==> src/rtl/tokdes_pkg.sv <==
package tokdes_pkg;
   parameter int TOKDES_DEF_W = 8;

   // position that receives the first bit of a word
   function automatic int first_pos(input int w);
      return w - 1;
   endfunction
endpackage

==> src/rtl/tokdes_ring.sv <==
module tokdes_ring #(
   parameter int W = 8
) (
   input  logic         clk,
   input  logic         rst_n,
   input  logic         restart,
   input  logic         adv,
   output logic [W-1:0] tok,
   output logic         at_last
);
   localparam logic [W-1:0] TOK_HOME = {1'b1, {(W-1){1'b0}}};

   logic [W-1:0] tok_q, tok_d;

   always_comb begin
      tok_d = tok_q;
      if (restart)
         tok_d = TOK_HOME;
      else if (adv)
         tok_d = {tok_q[0], tok_q[W-1:1]};
   end

   always_ff @(posedge clk or negedge rst_n) begin
      if (!rst_n)
         tok_q <= TOK_HOME;
      else
         tok_q <= tok_d;
   end

   assign tok     = tok_q;
   assign at_last = tok_q[0];
endmodule

==> src/rtl/tokdes_cells.sv <==
module tokdes_cells #(
   parameter int W = 8
) (
   input  logic         clk,
   input  logic         rst_n,
   input  logic         wr_en,
   input  logic [W-1:0] tok,
   input  logic         din,
   output logic [W-1:0] cell_nxt
);
   logic [W-1:0] cell_q;

   for (genvar gi = 0; gi < W; gi++) begin : g_cell
      logic sel;
      assign sel = wr_en & tok[gi];

      always_ff @(posedge clk or negedge rst_n) begin
         if (!rst_n)
            cell_q[gi] <= 1'b0;
         else if (sel)
            cell_q[gi] <= din;
      end

      // forward the bit being written so the completing bit joins the copy
      assign cell_nxt[gi] = sel ? din : cell_q[gi];
   end
endmodule

==> src/rtl/tokdes_outreg.sv <==
module tokdes_outreg #(
   parameter int W = 8
) (
   input  logic         clk,
   input  logic         rst_n,
   input  logic         load,
   input  logic [W-1:0] din,
   input  logic         consume,
   input  logic         clr_ovr,
   output logic         valid,
   output logic [W-1:0] data,
   output logic         ovr
);
   logic         valid_q, ovr_q;
   logic [W-1:0] data_q;

   always_ff @(posedge clk or negedge rst_n) begin
      if (!rst_n) begin
         valid_q <= 1'b0;
         data_q  <= '0;
         ovr_q   <= 1'b0;
      end else begin
         if (load) begin
            data_q  <= din;
            valid_q <= 1'b1;
            if (valid_q && !consume)
               ovr_q <= 1'b1;
         end else if (consume) begin
            valid_q <= 1'b0;
         end
         if (clr_ovr)
            ovr_q <= 1'b0;
      end
   end

   assign valid = valid_q;
   assign data  = data_q;
   assign ovr   = ovr_q;
endmodule

==> src/rtl/tokdes_top.sv <==
module tokdes_top
   import tokdes_pkg::*;
#(
   parameter int W         = TOKDES_DEF_W,
   parameter bit MSB_FIRST = 1'b1
) (
   input  logic         clk,
   input  logic         rst_n,
   input  logic         start_i,
   input  logic         bit_valid_i,
   input  logic         bit_data_i,
   output logic         bit_ready_o,
   output logic         byte_valid_o,
   output logic [W-1:0] byte_data_o,
   input  logic         byte_ready_i,
   output logic         overrun_o
);
   localparam int HOME = first_pos(W);

   if (W < 2) begin : g_bad_w
      $error("tokdes_top: W must be at least 2");
   end
   if (HOME != W - 1) begin : g_bad_home
      $error("tokdes_top: first token position must be the top cell");
   end

   logic         rdy_q;
   logic         bit_acc;
   logic         byte_load;
   logic         tok_last;
   logic [W-1:0] tok_q;
   logic [W-1:0] cell_nxt;
   logic [W-1:0] word;

   always_ff @(posedge clk or negedge rst_n) begin
      if (!rst_n)
         rdy_q <= 1'b0;
      else
         rdy_q <= 1'b1;
   end

   assign bit_ready_o = rdy_q & ~start_i;
   assign bit_acc     = bit_valid_i & bit_ready_o;
   assign byte_load   = bit_acc & tok_last;

   tokdes_ring #(.W(W)) u_ring (
      .clk     (clk),
      .rst_n   (rst_n),
      .restart (start_i),
      .adv     (bit_acc),
      .tok     (tok_q),
      .at_last (tok_last)
   );

   tokdes_cells #(.W(W)) u_cells (
      .clk      (clk),
      .rst_n    (rst_n),
      .wr_en    (bit_acc),
      .tok      (tok_q),
      .din      (bit_data_i),
      .cell_nxt (cell_nxt)
   );

   if (MSB_FIRST) begin : g_msb
      assign word = cell_nxt;
   end else begin : g_lsb
      for (genvar gj = 0; gj < W; gj++) begin : g_map
         assign word[gj] = cell_nxt[W-1-gj];
      end
   end

   tokdes_outreg #(.W(W)) u_out (
      .clk     (clk),
      .rst_n   (rst_n),
      .load    (byte_load),
      .din     (word),
      .consume (byte_ready_i),
      .clr_ovr (start_i),
      .valid   (byte_valid_o),
      .data    (byte_data_o),
      .ovr     (overrun_o)
   );
endmodule

==> config.mk <==
export PLATFORM = sky130hd
export DESIGN_NAME = tokdes_top
export DESIGN_NICKNAME = d
export VERILOG_FILES = /design/src/rtl/tokdes_pkg.sv /design/src/rtl/tokdes_ring.sv /design/src/rtl/tokdes_cells.sv /design/src/rtl/tokdes_outreg.sv /design/src/rtl/tokdes_top.sv
export SDC_FILE = /design/constraint.sdc
export NUM_CORES = 1
export LEC_CHECK = 0
export ABC_AREA = 1
export BUFFER_PORTS_ARGS = -buffer_cell sky130_fd_sc_hd__buf_4
export CAP_MARGIN = 20
export CORE_MARGIN = 3
export CORE_UTILIZATION = 40
export CTS_BUF_LIST = sky130_fd_sc_hd__clkbuf_16
export DETAILED_ROUTE_END_ITERATION = 7
export SLEW_MARGIN = 10
export SYNTH_ARGS = -nofsm -noshare
export SYNTH_HDL_FRONTEND = slang
export SYNTH_SLANG_ARGS = --single-unit
export TNS_END_PERCENT = 1
==> constraint.sdc <==
create_clock -name clk -period 3.1 [get_ports clk]
set_clock_uncertainty 0.2 [all_clocks]
set_input_delay 0.62 -clock clk [delete_from_list [all_inputs] [get_ports clk]]
set_output_delay 0.62 -clock clk [all_outputs]
set_load 0.1 [all_outputs]
* Word level (Yosys, flattened, before mapping)
Cells that the tools add are included.
** Operators by class
- Mux-type cells :: 14
- Bitwise logic cells :: 11
- Reductions and logical operators :: 7
** Operators by type and width (count)
- 8-bit 2-to-1 mux :: 2
- 1-bit 2-to-1 mux :: 12
- 1-bit bitwise AND :: 10
- 2-bit nonzero test :: 4
- 2-bit AND reduction :: 1
- 1-bit logical AND :: 1
- 1-bit logical NOT :: 1
- 1-bit NOT :: 1
** Storage, ports and cells
- Register bits :: 26
- Output and inout bits :: 11
- Word-level logic and storage cells :: 44

* Depth between registers and ports, before layout
- Word-level depth :: 6
- Mapped depth :: 7

* Cells and area by module
From an unflattened synthesis, not the netlist that was laid out.
** Second synthesis, totals
- Cells, all modules :: 131
- Area, all modules :: 1189.9 sq um
** Modules (own cells, without submodules)
- tokdes_cells :: times used 1, cells each 43, area an instance 389.1 sq um
- tokdes_outreg :: times used 1, cells each 42, area an instance 389.1 sq um
- tokdes_ring :: times used 1, cells each 37, area an instance 347.8 sq um
- tokdes_top :: times used 1, cells each 9, area an instance 63.8 sq um

* Worst setup path before layout
OpenSTA, ideal clock, no wires.
- Path kind :: input to output
- Start :: input start_i
- End :: output bit_ready_o
- Arrival :: 1528 ps
- Data required time :: 2280 ps
- Path slack :: 752 ps
- Cell stages on the path :: 1
- Path buffers :: 0
- Path through :: nor2_2
** Between the ends
- Cells in the longest elaborated chain, start to end :: 2
** Ends and longest elaborated chain
- start: declaration :: RTL line tokdes_top.sv:9 : input logic start_i,
- 1-bit NOT :: RTL line tokdes_top.sv:42 : assign bit_ready_o = rdy_q & ~start_i;
- 1-bit bitwise AND :: RTL line tokdes_top.sv:42
- end: declaration :: RTL line tokdes_top.sv:12 : output logic bit_ready_o,
Every way passes these cells.

* Final worst setup path
- Start :: register rdy_q
- End :: output bit_ready_o
** Between the ends
- Cells in the longest elaborated chain, start to end :: 1
** Ends and longest elaborated chain
- start: declaration :: RTL line tokdes_top.sv:27 : logic rdy_q;
- start signal: assignment :: RTL line tokdes_top.sv:37 : rdy_q <= 1'b0;
- start signal: assignment :: RTL line tokdes_top.sv:39 : rdy_q <= 1'b1;
- 1-bit bitwise AND :: RTL line tokdes_top.sv:42
Every way passes these cells.

==> impl_results.md <==
- Status: finished clean
- Via density: 5.16
- Cell internal pwr: 538 uW
- Vias in the first global route: 775
- Clock share of power: 41.4%
- Nets: 142
- Cell total after placement: 161
- Switching portion of total power: 22.0%
- Register area share after synthesis: 57.6%
- WL final: 2.11 mm
- Most numerous cell in the Yosys netlist: nand2_1
- Arrival time at the worst endpoint: 1540 ps
- Layout cells sized above 1: 19.3%
- Crit path kind: register to output port
- Placement Setup Slack: 882 ps
- GR Overflow Total: 0
- DPL Wire Length: 1.40 mm
- Max-Cap Viols: 0
- Setup slack, reg-to-reg: 1510 ps
- Final Wtd Congestion: 0.713
- Die area: 3500 sq um
- Power per Cell Area: 518 nW/um^2
- Slew Viols, Final: 0
- P&R area growth vs syn: 17.9%
- CTS tree: done
- LEAKAGE: 0.000715 uW
- Post-Layout Cell Count: 165
- RSZ-0062 raised after global routing: false
- Share of the synthesized area in the top cell type: 55.3%
- Top Ports: 17
- Ant. Diodes: 0
- DR vias: 851
- Synth top cells by count: nand2_1 (31), dfrtp_1 (25), nand3_1 (15)
- Final WS setup: 743 ps
- Cells after synthesis: 120
- # fillers: 246
- Final TNS setup: 0 ps
- CTS Buf Count: 3
- CTS clk-pin slew, worst paths: 60 ps
- CTS H-tree lvls: 1
- Worst setup startpoint: rdy_q
- Synth area leaders: dfrtp_1 (55%), nand2_1 (10%), nand4_1 (7.7%)
- Critical path capture point type: output port
- Post-synth ARST share: 100%
- Design Area, Final: 1330 sq um
- Top FF cell, synth: dfrtp_1
- Worst R2R Start: rdy_q
- Yosys Warn Count: 0
- CP required: 2280 ps
- Chip Width: 59.2 microns
- Mean Syn Cell Area: 9.43 sq um
- Antenna violations before repair: 0
- Max Clock Freq: 424 MHz
- # clock sinks: 26
- Drt pass-1 iters: 4
- EDFF count, synth: 0
- Final hold viol count: 0
- Worst R2R Path Depth: 5
- Placement Rows: 18
- Resized cells post-CTS: 0
- Global router's overall resource usage: 14.0%
- Drt initial violations: 33
- Seq cells post-synth: 26
- Comb pwr share: 7.0%
- Post-CTS setup repair buffer count: 0
- Post-cts hold buffer count: 0
- Worst reg2reg path endpoint: u_out.data[0]
- Final period util: 76.0%
- Starting Density: 43.7%
- Final setup vio count: 0
- Die Ht: 59.2 microns
- DR DRC count: 0
- Yosys cell types: 19
- Area of the core: 2590 sq um
- Hold Crit Class: primary input to async pin
- Startpoint Class: register
- Buffers on Ports: 16
- Final ANT Viol Nets: 0
- Switching power: 152 uW
- Placed inst area: 1250 sq um
- Clock root buffer: clkbuf_16
- Peak supply drop: 436 uV
- Synthesized area: 1130 sq um
- Post-synth top area cell: dfrtp_1
- Global-route wire length before repair: 3.63 mm
- Critical path peak fanout: 9
- Clock Tree Buf Depth: 2
- Mapped Nets: 126
- Worst-Skew Late Latency: 260 ps
- Reg power frac: 51.7%
- Largest net degree at the start of global routing: 27
- Min Clock Period, post-route: 2360 ps
- Avg WL per Cell: 12.8 microns
-- per-layer routing --
| metal | wire length [microns] | GRT usage [%] | up-vias |
|---|---|---|---|
| met5 | 0 | 0 | - |
| met4 | 44 | 5.83 | 0 |
| met3 | 94 | 4.58 | 5 |
| met2 | 1000 | 21.6 | 14 |
| met1 | 974 | 18.2 | 409 |
| li1 | - | - | 423 |
-- cell usage in the layout (no fill, tap or decap), drive strengths merged --
master	netlist	final
a21oi	1	1
and2	7	7
buf	5	16
clkbuf	0	3
clkinv	0	1
conb	1	1
dfrtp	25	25
dfstp	1	1
inv	14	14
nand2	31	31
nand3	16	16
nand4	14	14
nor2	3	3
o21ai	2	2
-- power by group through the flow --
stage | Sequential (uW) | Clock, uW | Combinational (uW)
global route | 358 | 305 | 55.0
global placement | 362 | 0 | 47.8
CTS | 357 | 293 | 49.2
floorplan | 360 | 0 | 34.0
finish | 357 | 286 | 48.1
detailed placement | 363 | 0 | 48.8
-- final cells by class --
class | instances | area, sq um | share of cell area, %
multi-input cells | 75 | 393 | 29.5
inverters | 14 | 52.6 | 3.94
clock buffers | 3 | 75.1 | 5.63
clock inverters | 1 | 3.75 | 0.281
flip-flops and latches | 26 | 652 | 48.9
repair buffers | 16 | 120 | 9.01
well taps | 30 | 37.5 | 2.81
-- flip-flops by register name, summed over array words and instances, names as in the netlist --
| register | count |
|---|---|
| rdy_q | 1 |
| u_cells.cell_q | 7 |
| u_out.data | 8 |
| u_out.ovr | 1 |
| u_out.valid | 1 |
| u_ring.tok | 8 |
-- critical path, stage by stage (launching register included) --
cell	delay [ps]
dfrtp_1	550
inv_1	90
nor2_2	270
buf_4	360
-- cell families after synthesis --
logic type | after synthesis | synth area share, %
buffers and inverters | 19 | 7.63
AO/OA/AOI/OAI | 3 | 1.66
flip-flops | 26 | 57.6
other | 1 | 0.332
AND/OR/NAND/NOR | 71 | 32.7
-- how the worst max path moves through the flow --
stage                              to
after floorplan           bit_ready_o
after global placement    bit_ready_o
after detailed placement  bit_ready_o
after CTS                 bit_ready_o
after global routing      bit_ready_o
final                     bit_ready_o
-- through the flow --
| step | total power (uW) | hold WS (ps) | util, % |
|---|---|---|---|
| 2_1_floorplan | 394 | 124 | - |
| 3_3_place_gp | 410 | 264 | 48.5 |
| 3_5_place_dp | 411 | 267 | 48.5 |
| 4_1_cts | 699 | 70.5 | 51.5 |
| 5_1_grt | 718 | 75.0 | 51.5 |
| 6_report | 690 | 56.6 | 51.5 |
Power figures use the tool's default switching activity.
